[config.mk]
export PLATFORM = sky130hd
export DESIGN_NAME = soft_mute_ramp
export DESIGN_NICKNAME = d
export VERILOG_FILES = /design/src/rtl/soft_mute_pkg.sv /design/src/rtl/sm_rst_sync.sv /design/src/rtl/sm_gain_ctrl.sv /design/src/rtl/sm_scaler.sv /design/src/rtl/soft_mute_ramp.sv
export SDC_FILE = /design/constraint.sdc
export NUM_CORES = 1
export LEC_CHECK = 0
export BUFFER_PORTS_ARGS = -buffer_cell sky130_fd_sc_hd__buf_2
export CAP_MARGIN = 20
export CELL_PAD_IN_SITES_DETAIL_PLACEMENT = 0
export CELL_PAD_IN_SITES_GLOBAL_PLACEMENT = 1
export CORE_ASPECT_RATIO = 1.5
export CORE_UTILIZATION = 45
export CTS_CLUSTER_DIAMETER = 150
export CTS_CLUSTER_SIZE = 10
export DETAILED_ROUTE_END_ITERATION = 6
export PLACE_DENSITY = 0.83
export SYNTH_ARGS = -nofsm -noshare
export SYNTH_HDL_FRONTEND = slang
export SYNTH_HIERARCHICAL = 1
export SYNTH_SLANG_ARGS = --single-unit
[constraint.sdc]
create_clock -name clk -period 1.7 [get_ports clk]
set_input_delay 0.17 -clock clk [delete_from_list [all_inputs] [get_ports clk]]
set_output_delay 0.17 -clock clk [all_outputs]
set_load 0.02 [all_outputs]
[src/rtl/soft_mute_pkg.sv]
package soft_mute_pkg;
  typedef enum logic [1:0] {
    STEP_HOLD = 2'd0,
    STEP_DOWN = 2'd1,
    STEP_UP   = 2'd2
  } step_e;
endpackage

[src/rtl/sm_rst_sync.sv]
module sm_rst_sync (
  input  logic clk,
  input  logic rst_n_in,
  output logic rst_n_out
);
  logic [1:0] sync_q;

  always_ff @(posedge clk or negedge rst_n_in) begin
    if (!rst_n_in) sync_q <= 2'b00;
    else           sync_q <= {sync_q[0], 1'b1};
  end

  assign rst_n_out = sync_q[1];
endmodule

[src/rtl/sm_gain_ctrl.sv]
module sm_gain_ctrl
  import soft_mute_pkg::*;
#(
  parameter int RAMP_LOG2 = 10,
  localparam int CNT_W = RAMP_LOG2 + 1
) (
  input  logic             clk,
  input  logic             rst_n,
  input  logic             frame_vld,
  input  logic             mute_req,
  output logic [CNT_W-1:0] gain,
  output logic             at_zero
);
  localparam logic [CNT_W-1:0] FULL = CNT_W'(1) << RAMP_LOG2;

  logic [CNT_W-1:0] gain_q, gain_d;
  step_e            step;

  always_comb begin
    step = STEP_HOLD;
    if (frame_vld) begin
      if (mute_req) begin
        if (gain_q != '0) step = STEP_DOWN;
      end else begin
        if (gain_q != FULL) step = STEP_UP;
      end
    end
  end

  always_comb begin
    unique case (step)
      STEP_DOWN: gain_d = gain_q - CNT_W'(1);
      STEP_UP:   gain_d = gain_q + CNT_W'(1);
      default:   gain_d = gain_q;
    endcase
  end

  always_ff @(posedge clk or negedge rst_n) begin
    if (!rst_n)         gain_q <= FULL;
    else if (frame_vld) gain_q <= gain_d;
  end

  assign gain    = gain_q;
  assign at_zero = (gain_q == '0);

  assert_gain_range_R4: assert property (@(posedge clk) disable iff (!rst_n)
    gain_q <= FULL);
  assert_step_down_R3: assert property (@(posedge clk) disable iff (!rst_n)
    (frame_vld && mute_req && gain_q != '0) |=> (gain_q == $past(gain_q) - CNT_W'(1)));
  assert_idle_hold_R10: assert property (@(posedge clk) disable iff (!rst_n)
    !frame_vld |=> $stable(gain_q));
  assert_floor_R6: assert property (@(posedge clk) disable iff (!rst_n)
    (frame_vld && mute_req && gain_q == '0) |=> (gain_q == '0));
endmodule

[src/rtl/sm_scaler.sv]
module sm_scaler #(
  parameter int DATA_W    = 24,
  parameter int RAMP_LOG2 = 10,
  localparam int CNT_W  = RAMP_LOG2 + 1,
  localparam int MAG_W  = DATA_W + 1,
  localparam int PROD_W = DATA_W + 1 + RAMP_LOG2
) (
  input  logic              clk,
  input  logic              rst_n,
  input  logic              load,
  input  logic [CNT_W-1:0]  gain,
  input  logic [DATA_W-1:0] din,
  output logic [DATA_W-1:0] dout
);
  localparam logic [CNT_W-1:0] FULL = CNT_W'(1) << RAMP_LOG2;

  logic              neg;
  logic [MAG_W-1:0]  mag;
  logic [PROD_W-1:0] prod, shifted, result;
  logic [DATA_W-1:0] dout_q, dout_d;

  always_comb begin
    neg     = din[DATA_W-1];
    mag     = neg ? (~{1'b1, din} + MAG_W'(1)) : {1'b0, din};
    prod    = {{RAMP_LOG2{1'b0}}, mag} * {{DATA_W{1'b0}}, gain};
    shifted = prod >> RAMP_LOG2;
    result  = neg ? (~shifted + PROD_W'(1)) : shifted;
    dout_d  = result[DATA_W-1:0];
  end

  always_ff @(posedge clk or negedge rst_n) begin
    if (!rst_n)    dout_q <= '0;
    else if (load) dout_q <= dout_d;
  end

  assign dout = dout_q;

  assert_fits_R2: assert property (@(posedge clk) disable iff (!rst_n)
    load |-> (result[PROD_W-1:DATA_W-1] == {(PROD_W-DATA_W+1){result[DATA_W-1]}}));
  assert_unity_pass_R2: assert property (@(posedge clk) disable iff (!rst_n)
    (load && gain == FULL) |=> (dout_q == $past(din)));
  assert_zero_out_R6: assert property (@(posedge clk) disable iff (!rst_n)
    (load && gain == '0) |=> (dout_q == '0));
  assert_hold_R10: assert property (@(posedge clk) disable iff (!rst_n)
    !load |=> $stable(dout_q));
endmodule

[src/rtl/soft_mute_ramp.sv]
module soft_mute_ramp #(
  parameter int DATA_W    = 24,
  parameter int RAMP_LOG2 = 10,
  parameter int N_CH      = 2
) (
  input  logic              clk,
  input  logic              rst_n,
  input  logic              frame_vld,
  input  logic              mute_req,
  input  logic [DATA_W-1:0] left_in,
  input  logic [DATA_W-1:0] right_in,
  output logic [DATA_W-1:0] left_out,
  output logic [DATA_W-1:0] right_out,
  output logic              muted
);
  localparam int CNT_W = RAMP_LOG2 + 1;

  logic             rst_n_s;
  logic [CNT_W-1:0] gain;
  logic             at_zero;
  logic [DATA_W-1:0] ch_in  [N_CH];
  logic [DATA_W-1:0] ch_out [N_CH];

  sm_rst_sync u_rst (
    .clk       (clk),
    .rst_n_in  (rst_n),
    .rst_n_out (rst_n_s)
  );

  sm_gain_ctrl #(.RAMP_LOG2(RAMP_LOG2)) u_ctrl (
    .clk       (clk),
    .rst_n     (rst_n_s),
    .frame_vld (frame_vld),
    .mute_req  (mute_req),
    .gain      (gain),
    .at_zero   (at_zero)
  );

  assign ch_in[0] = left_in;
  assign ch_in[1] = right_in;

  for (genvar c = 0; c < N_CH; c++) begin : g_ch
    sm_scaler #(.DATA_W(DATA_W), .RAMP_LOG2(RAMP_LOG2)) u_scale (
      .clk   (clk),
      .rst_n (rst_n_s),
      .load  (frame_vld),
      .gain  (gain),
      .din   (ch_in[c]),
      .dout  (ch_out[c])
    );
  end

  assign left_out  = ch_out[0];
  assign right_out = ch_out[1];
  assign muted     = at_zero;

  assert_same_gain_R8: assert property (@(posedge clk) disable iff (!rst_n_s)
    (frame_vld && left_in == right_in) |=> (left_out == right_out));
  assert_muted_out_R9: assert property (@(posedge clk) disable iff (!rst_n_s)
    (frame_vld && muted && mute_req) |=> (muted && left_out == '0 && right_out == '0));
endmodule

==> results.cfg, run 1 <==
[synth]
synth-edff-count = 0
yosys_warnings = 6
async_flop_share_pct = 100.0
yosysTopAreaCell = fa_1
syn-cell-area_sq_um = 22000
syn_area_per_cell_sq_um = 8.421
synth_seq_cells = 61
synth_cells = 2612
yosys-top-cells-area = fa_1, ha_1, inv_1
yosysTopAreaCellShare_pct = 37.22
synthFlopType = dfrtp_1
ys_types = 100
synth_seq_area_share_pct = 6.945

[layout]
syn_to_final_growth_pct = 49.11
drive_above_1_share_pct = 40.85
final_area_sq_um = 32800
nets = 3899
fin_util_pct = 68.41

[global_route]
overflow = 0
first_global_vias = 24600
grt_usage_pct = 32.11
antenna_found_initial = 8
grt_pass1_wl_mm = 123.6
grt_max_degree = 60

[setup_path]
critical_path_class = in -> reg
crit_path_top_delay_cell = fa_1
reg2regPathDepth = 21
worstPathMaxFanout = 7
worst-endpoint-arrival_ps = 7410
endpoint_kind = flop
timing.rr.start = u_ctrl/gain[10]$_DFFE_PN1P_
max_stage_delay_ps = 570
required_ps = 1900
worstSetupStartpointType = primary input
crit_start = left_in[8]
rrSetupSlack_ps = -5010
r2r-end = g_ch[1].u_scale/dout[19]$_DFFE_PN0P_
crit_top_cell = buf_4

[cts]
tritoncts = done
cts.sinks = 61
clkLatencyLatePin_ps = 330
path_clk_slew_ps = 60
cts.path.max_buffers = 2
cts_root_buf = clkbuf_16
htree_levels = 3
numCtsBuffers = 9

[worst_hold_path]
min-delay-path-class = in -> async

[floorplanning]
dieArea_sq_um = 49790
core_sq_um = 47940
rows = 98
design.portCount = 101
start_util_pct = 45.88
fp.dieH_microns = 272.8
chipWidth_microns = 182.5

[sta]
clock_skew_ps = 7.750
setup_viol = 60
finalHoldViolations = 0
rsz0062_at_grt = true
finalCriticalPeriod_ps = 7206
worstMarginPinSlew_ps = 822.2
slew_headroom_pct = 44.80
finalWorstSetupSlack_ps = -5506
slew_viol_final = 0
max_freq_ghz = 0.1388
post-route-period-util_pct = 423.9

[drt]
wl_mm = 78.86
wire_per_inst_microns = 19.90
detailroute.via_count = 21720
postRouteAntennaNets = 0
drc = 1
drtIter0Drc = 955
firstDrtPassIters = 7
via_per_inst = 5.481

[placement]
placed_cell_area_sq_um = 28340
gp_congestion = 0.9771
hpwl_mm = 60.48
io_buffers = 100

[job]
maxCapViolCount = 0

[status]
violations = DRC, setup timing
status = complete, but fails checks
[synth_stat cells (7+ instances only)]
library cell / instances
fa_1: 409
ha_1: 138
nor2b_1: 11
a31oi_1: 8
o21ai_0: 76
nand2_1: 406
or3_1: 14
nor4_1: 12
or4_1: 8
a21oi_1: 113
mux2i_1: 7
a211oi_1: 9
clkbuf_1: 128
xnor2_1: 76
o21a_1: 15
nand4_1: 27
nor2_1: 91
o31ai_1: 25
inv_1: 428
dfrtp_1: 60
o41ai_1: 9
a21o_1: 18
and3_1: 8
nand3_1: 27
a211o_1: 10
o211ai_1: 8
nand2b_1: 11
nor3_1: 22
and4_1: 8
and2_1: 238
xor2_1: 41
or2_2: 10
[cells by family (layout without fill, tap and decap cells)]
logic type | after synthesis | after routing | share of synthesized area [%]
and+or+nand+nor | 922 | 922 | 20.87
buffers and inverters | 563 | 1242 | 9.664
adders and majority gates | 547 | 547 | 45.07
AOI/OAI and AO/OA | 382 | 382 | 11.88
xor gates and xnor gates | 118 | 118 | 4.733
DFF | 61 | 61 | 6.945
muxes | 14 | 14 | 0.7451
other | 5 | 27 | 0.08533
[metrics by stage]
stage          hold slack [ps]  setup TNS [ps]  std cells  worst slack (ps)
6_report                 154.0         -253020       3963             -5506
5_1_grt                  157.4         -263460       3962             -5728
4_1_cts                  150.1         -245480       3908             -5324
3_5_place_dp            -42.19         -279570       3807             -6190
3_3_place_gp            -45.29         -276160       3807             -6049
2_1_floorplan           -125.6         -235560       2626             -5638
[placed cells by master (no fill, tap or decap), drive strengths merged, types with 6 or more instances in the layout]
| cell type | n |
|---|---|
| mux2 | 6 |
| dfrtp | 60 |
| conb | 19 |
| a211oi | 10 |
| nand3 | 28 |
| mux2i | 8 |
| o311ai | 7 |
| nand2 | 406 |
| a31oi | 8 |
| nor2b | 11 |
| or3 | 14 |
| xnor2 | 77 |
| xor2 | 41 |
| buf | 794 |
| inv | 429 |
| nand4 | 28 |
| nand2b | 11 |
| o31ai | 29 |
| a21oi | 117 |
| and4 | 8 |
| o21a | 15 |
| ha | 138 |
| o211ai | 8 |
| and2 | 238 |
| nor3 | 23 |
| or4 | 10 |
| diode | 8 |
| a21o | 18 |
| and3 | 8 |
| a211o | 10 |
| o41ai | 14 |
| o21ai | 81 |
| or2 | 11 |
| fa | 409 |
| clkbuf | 13 |
| nor4 | 12 |
| nor2 | 91 |
[final cells by class]
| class | count | area, sq um |
|---|---|---|
| multi-input cells | 2002 | 21880 |
| fillers | 3596 | 15140 |
| repair buffers | 797 | 6610 |
| inverters | 428 | 1619 |
| flip-flops and latches | 61 | 1541 |
| well taps | 650 | 813.3 |
| clock buffers | 12 | 256.5 |
| clock inverters | 4 | 47.55 |
| diodes | 8 | 20.02 |
| repair inverters | 1 | 6.256 |
[timing repair]
| action | in CTS | in global routing |
|---|---|---|
| pin swaps | 250 | 197 |
| hold buffers | 1 | 0 |
| endpoints found under the setup margin | 60 | 60 |
| gates cloned | 6 | 0 |
| endpoints found under the hold margin | 2 | 0 |
| resized for setup | 457 | 162 |
| setup buffers | 80 | 51 |
[routing by layer]
metal / wire, microns / share of wire [%] / vias up / track usage [%]
li1: - / - / 9646 / -
met1: 24700 / 31 / 10960 / 28.96
met2: 44780 / 57 / 722 / 63.74
met3: 2494 / 3.2 / 390 / 3.745
met4: 6888 / 8.7 / 0 / 24.83
met5: 0 / 0 / - / 0
[critical path, delay by kind of cell]
kind,cells,cell delay [ps]
adder cells (fa/ha/maj),6,2710
buffers and inverters,7,830
AO/OA/AOI/OAI,5,1050
AND/OR/NAND/NOR,11,2550
XOR/XNOR,1,100
[flip-flops by register name, indices dropped and copies added (netlist names)]
register	cells
u_ctrl/gain	11
u_rst/sync_q	2
g_ch.u_scale/dout	48
[worst max path at each step]
| stage | endpoint | slack (ps) | cells after the start |
|---|---|---|---|
| floorplan | g_ch[0].u_scale/dout[23]$_DFFE_PN0P_ | -5640 | 28 |
| global placement | g_ch[0].u_scale/dout[23]$_DFFE_PN0P_ | -6050 | 30 |
| detailed placement | g_ch[0].u_scale/dout[23]$_DFFE_PN0P_ | -6190 | 30 |
| CTS | g_ch[0].u_scale/dout[23]$_DFFE_PN0P_ | -5320 | 29 |
| global route | g_ch[0].u_scale/dout[23]$_DFFE_PN0P_ | -5730 | 30 |
| finish | g_ch[0].u_scale/dout[23]$_DFFE_PN0P_ | -5510 | 30 |
Power of run 1 is not shown: default switching activity piles up to over one toggle a cycle in this logic, so the estimate is an artifact.
==> run 2: changes to the inputs <==
--- a/config.mk
+++ b/config.mk
@@ -15,6 +15,7 @@
 export CTS_CLUSTER_SIZE = 10
 export DETAILED_ROUTE_END_ITERATION = 6
 export PLACE_DENSITY = 0.83
+export REMOVE_ABC_BUFFERS = 1
 export SYNTH_ARGS = -nofsm -noshare
 export SYNTH_HDL_FRONTEND = slang
 export SYNTH_HIERARCHICAL = 1
==> run 2 against run 1 <==
Compared with the run above:
- the run ends with setup timing left
- count of clock-buffer cells in the layout is 1 higher
- maximum frequency rose by 2.3%
- worst hold slack worse by 44 ps
- register-to-register slack gained 20 ps
- sequential share of layout area about the same
- global-route usage is 2.9 points lower
- utilization shrank 0.54 points
- cell area decreased by 0.79%
- final cell count decreased by 0.35%
- clock skew grew 11 ps
- die area unchanged
- largest cell class unchanged
==> results.cfg, run 2 (same netlist as run 1, synthesis figures left out) <==
[status]
status = complete, but fails checks
violations = setup timing

[setup_path]
critPathBufInv = 9
crit_path_top_delay_cell = fa_1
max_stage_delay_ps = 550
cpLargestDelayFamily = adder cells
endpoint_kind = flop
critical_path_class = in -> reg
timing.rr.start = u_ctrl/gain[2]$_DFFE_PN0P_
r2r-end = g_ch[1].u_scale/dout[20]$_DFFE_PN0P_
reg2regPathDepth = 22
worstPathMaxFanout = 8
rrSetupSlack_ps = -4990
required_ps = 1960
worstSetupStartpointType = primary input
worst-endpoint-arrival_ps = 7300

[placement]
gp_congestion = 1.005
hpwl_mm = 55.16
io_buffers = 100
placed_cell_area_sq_um = 27330

[drt]
drc = 0
postRouteAntennaNets = 0
drtIter0Drc = 901
firstDrtPassIters = 5
wire_per_inst_microns = 18.06
wl_mm = 71.34
via_per_inst = 5.354
detailroute.via_count = 21140

[layout]
largest_reg_flops = 48
final_cell_mix = buf_4, fa_1, inv_1
syn_to_final_growth_pct = 47.94
final_common_cell = buf_4
final_area_sq_um = 32540
drive_above_1_share_pct = 40.02
nets = 3892
nFillCells = 3629

[cts]
clkLatencyLatePin_ps = 390
cts.path.max_buffers = 2
numCtsBuffers = 9
htree_levels = 3
tritoncts = done
cts_root_buf = clkbuf_16
path_clk_slew_ps = 50
cts.sinks = 61

[floorplanning]
rows = 98
core_sq_um = 47940
start_util_pct = 45.88
dieArea_sq_um = 49790
chipWidth_microns = 182.5
design.portCount = 101
fp.dieH_microns = 272.8

[job]
maxCapViolCount = 0

[sta]
finalCriticalPeriod_ps = 7042
finalHoldViolations = 0
worstMarginPinSlew_ps = 734.2
timing.hold.ws_ps = 109.8
setup_viol = 60
finalWorstSetupSlack_ps = -5342
rsz0062_at_grt = true
post-route-period-util_pct = 414.2
slew_viol_final = 0
max_freq_ghz = 0.1420
slew_headroom_pct = 50.61
clock_skew_ps = 18.37

[global_route]
overflow = 0
grt_pass1_wl_mm = 115.4
grt_usage_pct = 29.20
antenna_found_initial = 2
first_global_vias = 23870
grt_max_degree = 59

[worst_hold_path]
min-delay-path-class = in -> async
[run 2: timing repair]
| item | in CTS | in global routing |
|---|---|---|
| pin swaps | 308 | 312 |
| endpoints found under the hold margin | 2 | 0 |
| hold buffers | 1 | 0 |
| endpoints found under the setup margin | 60 | 60 |
| gates resized for setup | 560 | 282 |
| cloned | 0 | 1 |
| setup buffers | 113 | 60 |
[run 2: how the worst max path moves through the flow]
stage               startpoint                                   end  cells past startpoint
finish              left_in[1]  g_ch[0].u_scale/dout[18]$_DFFE_PN0P_                     29
global route        left_in[6]  g_ch[0].u_scale/dout[18]$_DFFE_PN0P_                     29
detailed placement  left_in[8]  g_ch[0].u_scale/dout[23]$_DFFE_PN0P_                     32
CTS                 left_in[8]  g_ch[0].u_scale/dout[18]$_DFFE_PN0P_                     27
global placement    left_in[8]  g_ch[0].u_scale/dout[23]$_DFFE_PN0P_                     31
floorplan           left_in[8]  g_ch[0].u_scale/dout[23]$_DFFE_PN0P_                     26
[run 2: area by class of cell]
cell class	instances	area, sq um	share of cell area [%]
Clock buffer	13	270.3	0.8305
Sequential cell	61	1530	4.703
Inverter	428	1617	4.968
Antenna cell	1	2.502	0.007690
Timing Repair Buffer	791	6510	20.01
Tap cell	650	813.3	2.499
Multi-Input combinational cell	2002	21750	66.85
Clock inverter	3	43.79	0.1346
[run 2: stage by stage]
step / setup TNS (ps) / util [%] / cells / setup slack, ps
after floorplan: -265850 / - / 2491 / -5939
after global placement: -285390 / 57.00 / 3794 / -6200
after detailed placement: -289400 / 57.00 / 3794 / -6251
after CTS: -246480 / 64.90 / 3914 / -5349
after global routing: -260480 / 67.87 / 3949 / -5560
final: -247240 / 67.87 / 3949 / -5342
[run 2: per-layer routing]
layer | vias to the layer above | track usage, % | routed length, microns
met1 | 10680 | 29.11 | 24840
met2 | 570 | 57.92 | 40480
li1 | 9631 | - | -
met5 | - | 0 | 0
met3 | 259 | 2.799 | 2024
met4 | 0 | 16.63 | 3992
Power of run 2 is left out for the same reason.
